<file path="config.mk">
export PLATFORM = sky130hd
export DESIGN_NAME = txbuf_retx
export DESIGN_NICKNAME = d
export VERILOG_FILES = /design/src/rtl/txbuf_pkg.sv /design/src/rtl/txbuf_store.sv /design/src/rtl/txbuf_seq.sv /design/src/rtl/txbuf_flags.sv /design/src/rtl/txbuf_retx.sv
export SDC_FILE = /design/constraint.sdc
export NUM_CORES = 1
export LEC_CHECK = 0
export ABC_AREA = 1
export BUFFER_PORTS_ARGS = -buffer_cell sky130_fd_sc_hd__buf_4
export CAP_MARGIN = 10
export CORE_MARGIN = 2
export CORE_UTILIZATION = 30
export CTS_CLUSTER_DIAMETER = 50
export DETAILED_ROUTE_END_ITERATION = 8
export SYNTH_ARGS = -nofsm -noshare
export SYNTH_HDL_FRONTEND = slang
export SYNTH_SLANG_ARGS = --single-unit
</file>
<file path="constraint.sdc">
create_clock -name clk -period 4.1 [get_ports clk]
set_input_delay 0.205 -clock clk [delete_from_list [all_inputs] [get_ports clk]]
set_output_delay 0.205 -clock clk [all_outputs]
set_load 0.1 [all_outputs]
</file>
<file path="src/rtl/txbuf_pkg.sv">
// Shared types and constants for the single-frame transmit buffer.
// Assumes: status bit positions are fixed by R11 and used by host software.
package txbuf_pkg;
    typedef enum logic [1:0] {
        SQ_IDLE = 2'd0,
        SQ_LEAD = 2'd1,
        SQ_HDR  = 2'd2,
        SQ_PAY  = 2'd3
    } seq_state_t;

    localparam int ST_UF   = 0;
    localparam int ST_OVF  = 1;
    localparam int ST_BUSY = 2;
    localparam int ST_SENT = 3;

    localparam int LEAD_SYMS = 12;
endpackage

</file>
<file path="src/rtl/txbuf_store.sv">
// Byte storage for one frame with write and read pointers.
// A fresh write discards the old frame and stores the byte at position 0.
// A rewind sends the read pointer back to the frame start.
// Assumes: clr has priority over every other request; rd_adv is raised only when not empty.
module txbuf_store #(
    parameter int DEPTH = 128
) (
    input  logic       clk,
    input  logic       rst_n,
    input  logic       clr,
    input  logic       wr_en,
    input  logic       wr_fresh,
    input  logic [7:0] wr_data,
    input  logic       rd_adv,
    input  logic       rd_rewind,
    output logic [7:0] rd_byte,
    output logic       empty,
    output logic       full,
    output logic       ovf_evt
);
    localparam int AW = $clog2(DEPTH);
    localparam int PW = AW + 1;
    localparam logic [PW-1:0] FULL_AT = PW'(DEPTH);

    logic [7:0]    mem [DEPTH];
    logic [PW-1:0] wr_ptr;
    logic [PW-1:0] rd_ptr;

    assign full    = (wr_ptr == FULL_AT);
    assign empty   = (rd_ptr == wr_ptr);
    assign rd_byte = mem[rd_ptr[AW-1:0]];
    assign ovf_evt = wr_en && !clr && !wr_fresh && full;

    // Store the host byte at the write position, or at 0 on a fresh frame.
    always_ff @(posedge clk) begin
        if (!clr && wr_en) begin
            if (wr_fresh)
                mem[0] <= wr_data;
            else if (!full)
                mem[wr_ptr[AW-1:0]] <= wr_data;
        end
    end

    // Move the pointers: clear, restart, append, advance or rewind.
    always_ff @(posedge clk) begin
        if (!rst_n) begin
            wr_ptr <= '0;
            rd_ptr <= '0;
        end else if (clr) begin
            wr_ptr <= '0;
            rd_ptr <= '0;
        end else if (wr_en && wr_fresh) begin
            wr_ptr <= PW'(1);
            rd_ptr <= '0;
        end else begin
            if (wr_en && !full)
                wr_ptr <= wr_ptr + PW'(1);
            if (rd_rewind)
                rd_ptr <= '0;
            else if (rd_adv)
                rd_ptr <= rd_ptr + PW'(1);
        end
    end

    AST_FULL_DROP: assert property (@(posedge clk) disable iff (!rst_n)
        ovf_evt |=> (wr_ptr == $past(wr_ptr)));
    AST_NO_READ_EMPTY: assert property (@(posedge clk) disable iff (!rst_n)
        rd_adv |-> !empty);
    AST_FRESH_FRAME: assert property (@(posedge clk) disable iff (!rst_n)
        (wr_en && wr_fresh && !clr) |=> (wr_ptr == PW'(1) && rd_ptr == '0));
    AST_REWIND_START: assert property (@(posedge clk) disable iff (!rst_n)
        (rd_rewind && !clr && !(wr_en && wr_fresh)) |=> (rd_ptr == '0));
    AST_RD_BEHIND_WR: assert property (@(posedge clk) disable iff (!rst_n)
        rd_ptr <= wr_ptr);
endmodule

</file>
<file path="src/rtl/txbuf_seq.sv">
// Transmit sequencer: a lead-in, then a header, then paced byte fetches.
// It stands in for the framer and consumes one byte per slot.
// Assumes: go is already qualified by the top (idle, no underflow, no flush).
// abort ends any frame at once.
module txbuf_seq #(
    parameter int SYM_CYC   = 16,
    parameter int HDR_SYMS  = 10,
    parameter int BYTE_SYMS = 2
) (
    input  logic       clk,
    input  logic       rst_n,
    input  logic       go,
    input  logic       abort,
    input  logic       empty,
    input  logic [7:0] rd_byte,
    output logic       rd_adv,
    output logic       rd_rewind,
    output logic       uf_evt,
    output logic       done_evt,
    output logic       busy,
    output logic       tx_valid,
    output logic [7:0] tx_byte,
    output logic       sfd_sent,
    output logic       frame_done
);
    import txbuf_pkg::*;

    localparam int LEAD_CYC = LEAD_SYMS * SYM_CYC;
    localparam int HDR_CYC  = HDR_SYMS * SYM_CYC;
    localparam int BYTE_CYC = BYTE_SYMS * SYM_CYC;
    localparam int MAX_A    = (LEAD_CYC > HDR_CYC) ? LEAD_CYC : HDR_CYC;
    localparam int MAX_CYC  = (MAX_A > BYTE_CYC) ? MAX_A : BYTE_CYC;
    localparam int TW       = $clog2(MAX_CYC + 1);

    seq_state_t    state;
    logic [TW-1:0] timer;
    logic [6:0]    idx;
    logic [6:0]    len_q;
    logic [6:0]    len_now;
    logic          fetch;
    logic          last;

    assign fetch     = (state == SQ_PAY) && (timer == '0) && !abort;
    assign len_now   = (idx == 7'd0) ? rd_byte[6:0] : len_q;
    assign last      = (idx == len_now);
    assign uf_evt    = fetch && empty;
    assign rd_adv    = fetch && !empty && !last;
    assign rd_rewind = fetch && !empty && last;
    assign done_evt  = rd_rewind;
    assign busy      = (state != SQ_IDLE);

    // Walk lead-in, header and payload slots and count bytes against the length.
    always_ff @(posedge clk) begin
        if (!rst_n) begin
            state <= SQ_IDLE;
            timer <= '0;
            idx   <= '0;
            len_q <= '0;
        end else if (abort) begin
            state <= SQ_IDLE;
        end else begin
            case (state)
                SQ_IDLE: if (go) begin
                    state <= SQ_LEAD;
                    timer <= TW'(LEAD_CYC - 1);
                end
                SQ_LEAD: if (timer == '0) begin
                    state <= SQ_HDR;
                    timer <= TW'(HDR_CYC - 1);
                end else begin
                    timer <= timer - TW'(1);
                end
                SQ_HDR: if (timer == '0) begin
                    state <= SQ_PAY;
                    timer <= '0;
                    idx   <= '0;
                end else begin
                    timer <= timer - TW'(1);
                end
                SQ_PAY: if (timer != '0) begin
                    timer <= timer - TW'(1);
                end else if (empty) begin
                    state <= SQ_IDLE;
                end else begin
                    if (idx == 7'd0)
                        len_q <= rd_byte[6:0];
                    if (last) begin
                        state <= SQ_IDLE;
                    end else begin
                        idx   <= idx + 7'd1;
                        timer <= TW'(BYTE_CYC - 1);
                    end
                end
                default: state <= SQ_IDLE;
            endcase
        end
    end

    // Register the transmit-side pulses and the byte handed out.
    always_ff @(posedge clk) begin
        if (!rst_n) begin
            tx_valid   <= 1'b0;
            tx_byte    <= '0;
            sfd_sent   <= 1'b0;
            frame_done <= 1'b0;
        end else begin
            tx_valid   <= fetch && !empty;
            sfd_sent   <= (state == SQ_HDR) && (timer == '0) && !abort;
            frame_done <= done_evt;
            if (fetch && !empty)
                tx_byte <= rd_byte;
        end
    end

    AST_HOLD_BUSY: assert property (@(posedge clk) disable iff (!rst_n)
        ((state == SQ_LEAD || state == SQ_HDR) && !abort) |=> busy);
    AST_GO_LEADS: assert property (@(posedge clk) disable iff (!rst_n)
        (go && !busy && !abort) |=> (state == SQ_LEAD));
    AST_DATA_AFTER_HDR: assert property (@(posedge clk) disable iff (!rst_n)
        tx_valid |-> ($past(state) == SQ_PAY));
    AST_UF_STOPS: assert property (@(posedge clk) disable iff (!rst_n)
        uf_evt |=> (!busy && !tx_valid && !frame_done));
    AST_DONE_ENDS: assert property (@(posedge clk) disable iff (!rst_n)
        done_evt |=> (!busy && frame_done && tx_valid));
endmodule

</file>
<file path="src/rtl/txbuf_flags.sv">
// Sticky status flags: underflow, overflow and frame-sent.
// Assumes: flush clears all three and takes priority.
// A completion outranks a clear in the same cycle.
module txbuf_flags (
    input  logic clk,
    input  logic rst_n,
    input  logic flush,
    input  logic uf_evt,
    input  logic ovf_evt,
    input  logic done_evt,
    input  logic clr_sent,
    output logic uf,
    output logic ovf,
    output logic sent
);
    // Set, hold and clear the three sticky flags.
    always_ff @(posedge clk) begin
        if (!rst_n || flush) begin
            uf   <= 1'b0;
            ovf  <= 1'b0;
            sent <= 1'b0;
        end else begin
            if (uf_evt)
                uf <= 1'b1;
            if (ovf_evt)
                ovf <= 1'b1;
            if (done_evt)
                sent <= 1'b1;
            else if (clr_sent)
                sent <= 1'b0;
        end
    end

    AST_UF_STICKY: assert property (@(posedge clk) disable iff (!rst_n)
        (uf && !flush) |=> uf);
    AST_OVF_STICKY: assert property (@(posedge clk) disable iff (!rst_n)
        (ovf && !flush) |=> ovf);
    AST_FLUSH_CLEARS: assert property (@(posedge clk) disable iff (!rst_n)
        flush |=> (!uf && !ovf && !sent));
endmodule

</file>
<file path="src/rtl/txbuf_retx.sv">
// Single-frame transmit buffer with retransmit, top level.
// Qualifies the host strobes and builds the status byte.
// Wires together the storage, the sequencer and the sticky flags.
// Assumes: all host inputs are synchronous to clk.
// DEPTH is at most 128, because the length field is 7 bits.
module txbuf_retx #(
    parameter int DEPTH     = 128,
    parameter int SYM_CYC   = 16,
    parameter int HDR_SYMS  = 10,
    parameter int BYTE_SYMS = 2
) (
    input  logic       clk,
    input  logic       rst_n,
    input  logic       wr_en,
    input  logic [7:0] wr_data,
    input  logic       flush,
    input  logic       start,
    output logic [7:0] stat,
    output logic       tx_valid,
    output logic [7:0] tx_byte,
    output logic       sfd_sent,
    output logic       frame_done,
    output logic       busy
);
    import txbuf_pkg::*;

    logic       go;
    logic       fresh;
    logic       uf, ovf, sent;
    logic       uf_evt, ovf_evt, done_evt;
    logic       rd_adv, rd_rewind;
    logic       empty, full;
    logic [7:0] rd_byte;

    assign go    = start && !busy && !uf && !flush;
    assign fresh = wr_en && sent && !uf;

    // Assemble the status byte from the flags and the busy state.
    always_comb begin
        stat          = '0;
        stat[ST_UF]   = uf;
        stat[ST_OVF]  = ovf;
        stat[ST_BUSY] = busy;
        stat[ST_SENT] = sent;
    end

    txbuf_store #(.DEPTH(DEPTH)) u_store (
        .clk       (clk),
        .rst_n     (rst_n),
        .clr       (flush),
        .wr_en     (wr_en),
        .wr_fresh  (fresh),
        .wr_data   (wr_data),
        .rd_adv    (rd_adv),
        .rd_rewind (rd_rewind),
        .rd_byte   (rd_byte),
        .empty     (empty),
        .full      (full),
        .ovf_evt   (ovf_evt)
    );

    txbuf_seq #(
        .SYM_CYC   (SYM_CYC),
        .HDR_SYMS  (HDR_SYMS),
        .BYTE_SYMS (BYTE_SYMS)
    ) u_seq (
        .clk        (clk),
        .rst_n      (rst_n),
        .go         (go),
        .abort      (flush),
        .empty      (empty),
        .rd_byte    (rd_byte),
        .rd_adv     (rd_adv),
        .rd_rewind  (rd_rewind),
        .uf_evt     (uf_evt),
        .done_evt   (done_evt),
        .busy       (busy),
        .tx_valid   (tx_valid),
        .tx_byte    (tx_byte),
        .sfd_sent   (sfd_sent),
        .frame_done (frame_done)
    );

    txbuf_flags u_flags (
        .clk      (clk),
        .rst_n    (rst_n),
        .flush    (flush),
        .uf_evt   (uf_evt),
        .ovf_evt  (ovf_evt),
        .done_evt (done_evt),
        .clr_sent (wr_en || go),
        .uf       (uf),
        .ovf      (ovf),
        .sent     (sent)
    );

    AST_START_BLOCKED: assert property (@(posedge clk) disable iff (!rst_n)
        (start && uf && !busy) |=> !busy);
    AST_FULL_STATUS: assert property (@(posedge clk) disable iff (!rst_n)
        (wr_en && full && !sent && !flush) |=> stat[ST_OVF]);
endmodule

</file>
Word-level counts from Yosys, hierarchy flattened
Memory sizes are Yosys's and may differ from the RTL's. A register that Yosys moved wholly into a read port is not among the register bits.
Cells that the tools add are included.

storage, ports and cells
  word-level logic and storage cells = 118
  output and inout port bits = 20
  latch bits = 0
  bits in read-only memories = 0
  memories kept = 1
  bits of input ports = 13
  memory bits (writable) = 1024
  register bits = 54

cells by class
  multiply operators = 0
  $add $sub $neg = 4
  mux-type cells = 36
  bitwise logic cells = 4
  $lt $le $gt $ge = 0
  shift-type cells = 0
  div/mod/pow operators = 0
  eq/ne operators = 15
  reduce and logical (&&, ||, !) cells = 44

memory list
  memory       words  bits a word  read ports  clocked after Yosys merged registers in  wr ports  line               source
  u_store.mem  128    8            1           1                                        1         txbuf_store.sv:25  logic [7:0] mem [DEPTH];

operators by type and width
  operator                                                             count
  7-bit two-way mux                                                    8
  8-bit two-way mux                                                    7
  8-bit one-hot mux with 4 select lines                                1
  1-bit logical AND                                                    18
  8-bit by 1-bit adder with 8-bit output (second input constant)       2
  7-bit one-hot mux with 2 select lines                                1
  1-bit two-way mux                                                    12
  2-bit two-way mux                                                    6
  8-bit equality test                                                  1
  8-bit equality test (second input constant)                          1
  1-bit logical NOT                                                    8
  8-bit logical NOT                                                    1
  2-bit inequality test (second input constant)                        4
  2-bit one-hot mux with 4 select lines                                1
  4-bit AND reduction                                                  2
  2-bit nonzero test                                                   4
  8-bit nonzero test                                                   1
  8-bit OR reduction                                                   1
  8-bit by 1-bit subtractor with 8-bit output (second input constant)  1
  7-bit by 1-bit adder with 7-bit output (second input constant)       1
  7-bit equality test                                                  1
  7-bit logical NOT                                                    1
  3-bit inequality test (second input constant)                        2
  6-bit AND reduction                                                  1
  11 further kinds                                                     17

Logic depth before layout (Yosys ltp)
Gate-level depths: netlist of run 1.

  word-level depth = 8
  depth in mapped cells = 24
  depth with buffers taken out = 20

Cells and area by module
A second synthesis of run 1 with hierarchy kept.

second synthesis, totals
  cells, all modules = 4048
  area, all modules = 45238.4 um^2

by module, submodules not included
  module       times used  cells each  area each (um^2)
  txbuf_store  1           3697        42846.1
  txbuf_seq    1           320         2187.1
  txbuf_flags  1           13          105.1
  txbuf_retx   1           18          100.1

Worst setup path before layout of run 1
No wires, ideal clock.

  path type = register to register
  from = reg u_store.wr_ptr[0]
  to = mem u_store.mem[91][0] (enable)
  data arrival time = 2.308 ns
  slack = 1.422 ns
  clock period less this slack = 2.678 ns
  cell stages (with the launch flop) = 11
  cell sequence = dfxtp_1 > clkinv_1 > ha_1 > nand4_1 > inv_1 > nor2_1 > inv_1 > nor3_1 > nand2_1 > clkbuf_1 > nor2_1

on the way
  word-level cells in the longest chain between the ends = 7

ends and longest elaborated chain
  item                                                              line               source
  start: declaration                                                txbuf_store.sv:26  logic [PW-1:0] wr_ptr;
  start signal: assignment                                          txbuf_store.sv:57  wr_ptr <= wr_ptr + PW'(1);
  8-bit equality test                                               txbuf_store.sv:29  assign full = (wr_ptr == FULL_AT);
  1-bit two-way mux                                                 txbuf_store.sv:39  else if (!full)
  1-bit two-way mux                                                 txbuf_store.sv:37  if (wr_fresh)
  1-bit two-way mux                                                 txbuf_store.sv:36  if (!clr && wr_en) begin
  1-bit two-way mux (not written as such)                           txbuf_store.sv:40  mem[wr_ptr[AW-1:0]] <= wr_data;
  8-bit OR reduction (no line)                                      n/a
  7-bit two-way mux (no line) or 1-bit two-way mux (tied branches)  n/a
  end: declaration                                                  txbuf_store.sv:25

Several ways; a longest one is shown, not always the timed one.

==> results of run 1 <==
layout by cell type, fill, tap and decap left out, types with 27 or more instances in the layout:
cell type,Yosys,final
nand2_1,1116,1116
edfxtp_1,1024,1024
nand3_1,859,859
nor2_1,266,265
buf_4,37,152
clkbuf_16,0,124
o21ai_0,114,114
inv_1,69,68
dfxtp_1,61,57
a21oi_1,45,45
clkinv_1,15,43
o22ai_1,43,43
nand4_1,27,27
buf_12,0,27
final timing paths:
check | start | endpoint | slack (ns) | cells after the start
max | register | u_flags.sent | 0.27 | 18
min | wr_data[7] | u_store.mem[117][7] | 0.06 | 1
max reg2reg | register | u_flags.sent | 0.27 | 18
min reg2reg | u_seq.len_q[6] | u_seq.len_q[6] | 0.48 | 2
logic make-up after synthesis:
kind of cell,Yosys count,share of synthesized area (%)
compound gates,219,2.61
xor+xnor,9,0.175
fa+ha+maj,11,0.306
buf+inv,335,3.74
flops,1085,71.1
other cells,1,0.00834
simple gates,2302,22.1
area by class of cell:
| type | count | area share [%] |
|---|---|---|
| Sequential cell | 1085 | 61.5 |
| Timing Repair inverter | 1 | 0.0217 |
| Tap cell | 2016 | 4.85 |
| Inverter | 87 | 0.698 |
| Antenna cell | 1 | 0.00481 |
| Clock buffer | 144 | 6.11 |
| Multi-Input combinational cell | 2545 | 21.8 |
| Timing Repair Buffer | 187 | 3.39 |
| Clock inverter | 85 | 1.61 |
metrics by stage:
stage               hold WS (ns)  area (um2)  setup slack [ns]  util, %  cells
CTS                       0.0323       51900             0.221     34.7   6144
floorplan                  0.304       45000              1.42        -   3965
global placement           0.469       47800             0.218     32.0   5907
detailed placement         0.475       47800             0.567     32.0   5908
global route              0.0535       52000             0.109     34.8   6150
finish                    0.0590       52000             0.275     34.8   6151
state kept, by name, indices dropped and copies added, names as in the netlist, named ones only:
name and count:
u_seq.timer 8, u_seq.state 2, u_seq.frame_done 1, u_store.mem 1024
u_seq.sfd_sent 1, u_store.rd_ptr 8, u_seq.len_q 7, u_seq.tx_valid 1
u_flags.sent 1, u_flags.uf 1, u_seq.tx_byte 8, u_flags.ovf 1
u_seq.idx 7, u_store.wr_ptr 8
metal layers:
metal  vias to the layer above  global-route usage (%)  part of all wire, %
li1                      14100                       -                    -
met1                     14800                    21.7                   43
met2                      1189                    24.6                   46
met3                       228                    2.37                  7.3
met4                         0                    4.95                  3.0
met5                         -                       0                    0
critical path: stages (launching register included):
cell and delay (ns):
dfxtp_4 0.50, buf_12 0.16, buf_12 0.19, buf_12 0.28, nand2_1 0.08, nand3_1 0.09, nand3_1 0.13, nand3_1 0.20
nand2_1 0.08, nand2_1 0.06, nand3_1 0.24, nand3_1 0.21, nand3_1 0.15, nand3_1 0.12, nand3_2 0.14, nor2_8 0.17
nand3_1 0.15, a21oi_1 0.16, dlygate4sd3_1 0.57
repair_timing:
item                                    CTS  global route
hold endpoints to repair                 73             0
hold buffers                              7             0
endpoints found under the setup margin    0             1
setup buffers                             0             5
resized for setup                         0             2
power groups by stage:
stage	Combinational, W	Clock [W]	Sequential [W]
5_1_grt	0.000548	0.0114	0.0121
6_report	0.000502	0.0109	0.0121
4_1_cts	0.000504	0.0110	0.0121
2_1_floorplan	0.000224	0	0.0124
3_3_place_gp	0.000495	0	0.0124
3_5_place_dp	0.000499	0	0.0124
==> results.py, run 1 <==
metrics = {
    "synthesis": {
        "yosysSeqAreaShare_pct": 71.1,
        "synth_ff_type": "edfxtp_1",
        "yosysMostFrequentCell": "nand2_1",
        "yosysWarningCount": 0,
        "syn_area_per_cell_um2": 11.4,
        "ys_types": 37,
        "async_flop_share_pct": 0,
        "ys_ff_latch": 1085,
        "netlist_area_um2": 45000,
        "yosys.area.top_type": "edfxtp_1",
        "synth_edf_count": 1024,
        "netlist_top_cells_count": "nand2_1, edfxtp_1, nand3_1",
        "synthTopCellsByArea": "edfxtp_1, nand3_1, nand2_1",
        "yosysTopAreaCellShare_pct": 68.4,
        "postSynthCellCount": 3962,
    },
    "clock_tree": {
        "cts_made_buffers": 121,
        "path_clk_slew_ns": 0.06,
        "clock-sinks": 1085,
        "ctsRootBufferMaster": "clkbuf_16",
        "cts_tree": "done",
        "clk_path_buf_depth": 3,
        "clk_latency_ns": 0.72,
        "cts_max_level": 3,
    },
    "grt": {
        "antenna_found_initial": 0,
        "grt_usage_pct": 15.5,
        "grt_max_degree": 125,
        "grt_pass1_vias": 28900,
        "grt_pass1_wl_um": 182000,
        "gr-total-overflow": 0,
    },
    "route": {
        "routed_via_density": 4.93,
        "vias": 30400,
        "drc": 0,
        "wl_per_cell_um": 19.8,
        "first_pass_iters": 6,
        "drt_iter0_markers": 3424,
        "antenna_left": 0,
        "wirelength_um": 122000,
    },
    "die": {
        "initial_core_util_pct": 30.1,
        "pin_count": 33,
        "fp.dieH_um": 391,
        "die_area_um2": 153000,
        "core-area_um2": 149000,
        "rows": 142,
        "dieWidth_um": 391,
    },
    "worst_setup_path": {
        "cp_max_fo": 62,
        "critPathKind": "register to register",
        "cp-start-kind": "register",
        "critPathArrivalTime_ns": 4.48,
        "worstSetupEndpointType": "register",
        "critPathRequiredTime_ns": 4.75,
    },
    "power_and_ir_drop": {
        "netSwitchingPower_w": 0.00490,
        "powerDensity_nw_per_um2": 452,
        "power_w": 0.0235,
        "clkPwrFrac_pct": 46.2,
        "p_sw_share_pct": 20.9,
        "seqPwrFrac_pct": 51.7,
        "leakage_nw": 18.0,
        "power.internal_w": 0.0186,
        "ir_drop_v": 0.000390,
        "p_comb_share_pct": 2.1,
    },
    "finish": {
        "drive_above_1_share_pct": 9.39,
        "layout-area-overhead-vs-synth_pct": 15.6,
        "layout.nets": 4052,
        "n_fill_cell": 14600,
        "regArea_um2": 32000,
        "multi_input_area_um2": 11300,
    },
    "timing": {
        "period_needed_ns": 3.83,
        "rsz0062_at_grt": "no",
        "clock_skew_ns": 0.0257,
        "max_freq_ghz": 0.261,
        "maxSlewHeadroom_pct": 25.0,
        "tns_ns": 0,
        "setup_viol": 0,
        "finalHoldViolations": 0,
        "drv_slew": 0,
        "worst_pin_slew_ns": 1.12,
        "min_period_over_period_pct": 93.3,
    },
    "placed_design": {
        "portBuffers": 28,
        "place_congestion": 0.861,
        "dpl.hpwl_um": 70800,
    },
    "flow_run": {
        "drv_cap": 0,
    },
    "hold_path": {
        "hp-class": "primary input to register",
    },
    "run_status": {
        "status": "complete, no violations",
    },
}
(Power assumes the default switching activity.)
==> inputs of run 2 (changes only) <==
--- a/config.mk
+++ b/config.mk
@@ -8,10 +8,13 @@
 export ABC_AREA = 1
 export BUFFER_PORTS_ARGS = -buffer_cell sky130_fd_sc_hd__buf_4
 export CAP_MARGIN = 10
+export CELL_PAD_IN_SITES_DETAIL_PLACEMENT = 0
+export CELL_PAD_IN_SITES_GLOBAL_PLACEMENT = 2
 export CORE_MARGIN = 2
 export CORE_UTILIZATION = 30
 export CTS_CLUSTER_DIAMETER = 50
 export DETAILED_ROUTE_END_ITERATION = 8
+export PLACE_DENSITY_LB_ADDON = 0.1
 export SYNTH_ARGS = -nofsm -noshare
 export SYNTH_HDL_FRONTEND = slang
 export SYNTH_SLANG_ARGS = --single-unit
==> run 2 against run 1 <==
Utilization grew 1.4 points; sequential share of layout area decreased by 2.4 points; power is 10% higher; largest power group is now the clock network; worst hold slack worse by 0.0094 ns; sequential cell count unchanged; setup slack worse by 0.022 ns; clock power is 21% higher.
==> results.py, run 2 (same netlist as run 1, synthesis figures left out) <==
metrics = {
    "hold_path": {
        "hp-class": "primary input to register",
        "hold_depth": 1,
        "worstHoldStart": "wr_data[4]",
        "whs_endpoint": "u_store.mem[108][4]",
    },
    "timing": {
        "finalHoldViolations": 0,
        "clock_skew_ns": 0.0271,
        "worst_pin_slew_ns": 1.09,
        "drv_slew": 0,
        "maxSlewHeadroom_pct": 27.5,
        "tns_ns": 0,
        "max_freq_ghz": 0.260,
        "setup_slack_ns": 0.252,
        "rsz0062_at_grt": "no",
        "holdWs_ns": 0.0496,
        "min_period_over_period_pct": 93.8,
        "period_needed_ns": 3.85,
        "setup_viol": 0,
    },
    "clock_tree": {
        "clk_path_buf_depth": 3,
        "ctsRootBufferMaster": "clkbuf_16",
        "clk_latency_ns": 0.78,
        "cts_made_buffers": 156,
        "path_clk_slew_ns": 0.06,
        "cts_max_level": 4,
        "clock-sinks": 1085,
        "cts_tree": "done",
    },
    "finish": {
        "regArea_um2": 32000,
        "layout_commonest_cell": "nand2_1",
        "largest_reg_flops": 1024,
        "multi_input_area_um2": 11400,
        "layout.nets": 4204,
        "final_cell_mix": "nand2_1, edfxtp_1, nand3_1, nor2_1, buf_4",
        "layout-area-overhead-vs-synth_pct": 20.3,
        "regMostFlops": "u_store.mem",
        "drive_above_1_share_pct": 13.2,
        "n_fill_cell": 14800,
        "stdcell_area_um2": 54100,
    },
    "power_and_ir_drop": {
        "p_comb_share_pct": 2.1,
        "seqPwrFrac_pct": 46.9,
        "powerDensity_nw_per_um2": 479,
        "leakage_nw": 19.1,
        "netSwitchingPower_w": 0.00571,
        "power_w": 0.0259,
        "power.internal_w": 0.0202,
        "ir_drop_v": 0.000285,
        "clkPwrFrac_pct": 50.9,
        "p_sw_share_pct": 22.1,
    },
    "die": {
        "core-area_um2": 149000,
        "dieWidth_um": 391,
        "fp.dieH_um": 391,
        "die_area_um2": 153000,
        "rows": 142,
        "pin_count": 33,
        "initial_core_util_pct": 30.1,
    },
    "worst_setup_path": {
        "critPathKind": "register to register",
        "r2r-end": "u_store.rd_ptr[5]",
        "cp_max_fo": 55,
        "critPathRequiredTime_ns": 4.74,
        "reg2reg_depth": 20,
        "critPathArrivalTime_ns": 4.48,
        "worstSetupEndpointType": "register",
        "cp-start-kind": "register",
        "rrSetupSlack_ns": 0.25,
    },
    "grt": {
        "grt_usage_pct": 19.7,
        "use_met2_pct": 32.3,
        "grt_pass1_vias": 30200,
        "gr-total-overflow": 0,
        "grt_pass1_wl_um": 218000,
        "busiest_layer": "met2",
        "antenna_found_initial": 8,
        "grt_max_degree": 103,
        "grtUsageMet1_pct": 27.3,
        "use_met3_pct": 2.88,
    },
    "route": {
        "drc": 0,
        "wirelength_um": 150000,
        "antenna_left": 0,
        "routed_via_density": 4.76,
        "wl_per_cell_um": 23.8,
        "first_pass_iters": 5,
        "drt_iter0_markers": 2253,
        "vias": 30100,
    },
    "placed_design": {
        "pre_cts_ws_ns": -0.177,
        "dpl_cell_area_um2": 48800,
        "dpl.hpwl_um": 90600,
        "place_congestion": 0.765,
        "portBuffers": 28,
    },
    "flow_run": {
        "drv_cap": 0,
    },
    "run_status": {
        "status": "complete, no violations",
    },
}
run 2: cell count changes in the layout (fill, tap and decap cells not counted), moves of 5 or more:
cell / previous run / this run
buf_12: 27 / 34
buf_4: 152 / 255
clkbuf_16: 124 / 157
clkinv_1: 43 / 38
clkinvlp_4: 5 / 19
inv_6: 7 / 18
run 2: cell type report:
| type | instances | area share [%] |
|---|---|---|
| Sequential cell | 1085 | 59.1 |
| Multi-Input combinational cell | 2545 | 21.0 |
| Clock buffer | 179 | 7.44 |
| Timing Repair Buffer | 305 | 5.11 |
| Tap cell | 2016 | 4.66 |
| Clock inverter | 109 | 1.99 |
| Inverter | 87 | 0.657 |
| Antenna cell | 2 | 0.00925 |
run 2: worst max-delay path, cell delays in order (launching register included):
cell     delay, ns
dfxtp_4       0.44
inv_16        0.25
buf_12        0.31
nand2_1       0.09
nand3_1       0.08
nand3_1       0.10
nand3_1       0.23
nand2_1       0.15
a21oi_1       0.22
nand2_1       0.22
nand2_1       0.12
nand2_1       0.15
nand2_1       0.13
nand2_1       0.08
nand2_1       0.07
nand2_2       0.08
nor2_8        0.18
nand2_4       0.14
nand2_4       0.12
nand2_1       0.05
a21oi_1       0.36
run 2: per-layer routing:
layer | routed length [um] | up-vias
met5 | 0 | -
met4 | 2940 | 0
met3 | 5730 | 183
met2 | 71700 | 569
met1 | 70100 | 14900
li1 | - | 14500
run 2: per-stage QoR:
step	std cells	util (%)
after floorplan	3965	-
after global placement	6023	32.7
after detailed placement	6023	32.7
after CTS	6322	36.2
after global routing	6326	36.2
final	6328	36.2
run 2: repair_timing:
item                                    CTS  global route
gates resized for setup                   1             1
endpoints found under the setup margin    2             4
hold endpoints to repair                245             0
hold buffers                             11             0
setup buffers                             0             4
run 2: worst max-delay path by stage:
stage	cells after the start	endpoint
after global placement	20	register
after floorplan	10	u_store.mem[91][0]
final	20	u_store.rd_ptr[5]
after CTS	20	u_store.rd_ptr[1]
after global routing	20	u_store.rd_ptr[5]
after detailed placement	20	register
run 2: power groups by stage:
stage	clock [W]	combinational, W	sequential [W]
after floorplan	0	0.000224	0.0124
after global placement	0	0.000561	0.0124
after detailed placement	0	0.000559	0.0124
after CTS	0.0135	0.000568	0.0121
after global routing	0.0140	0.000610	0.0121
final	0.0132	0.000554	0.0121
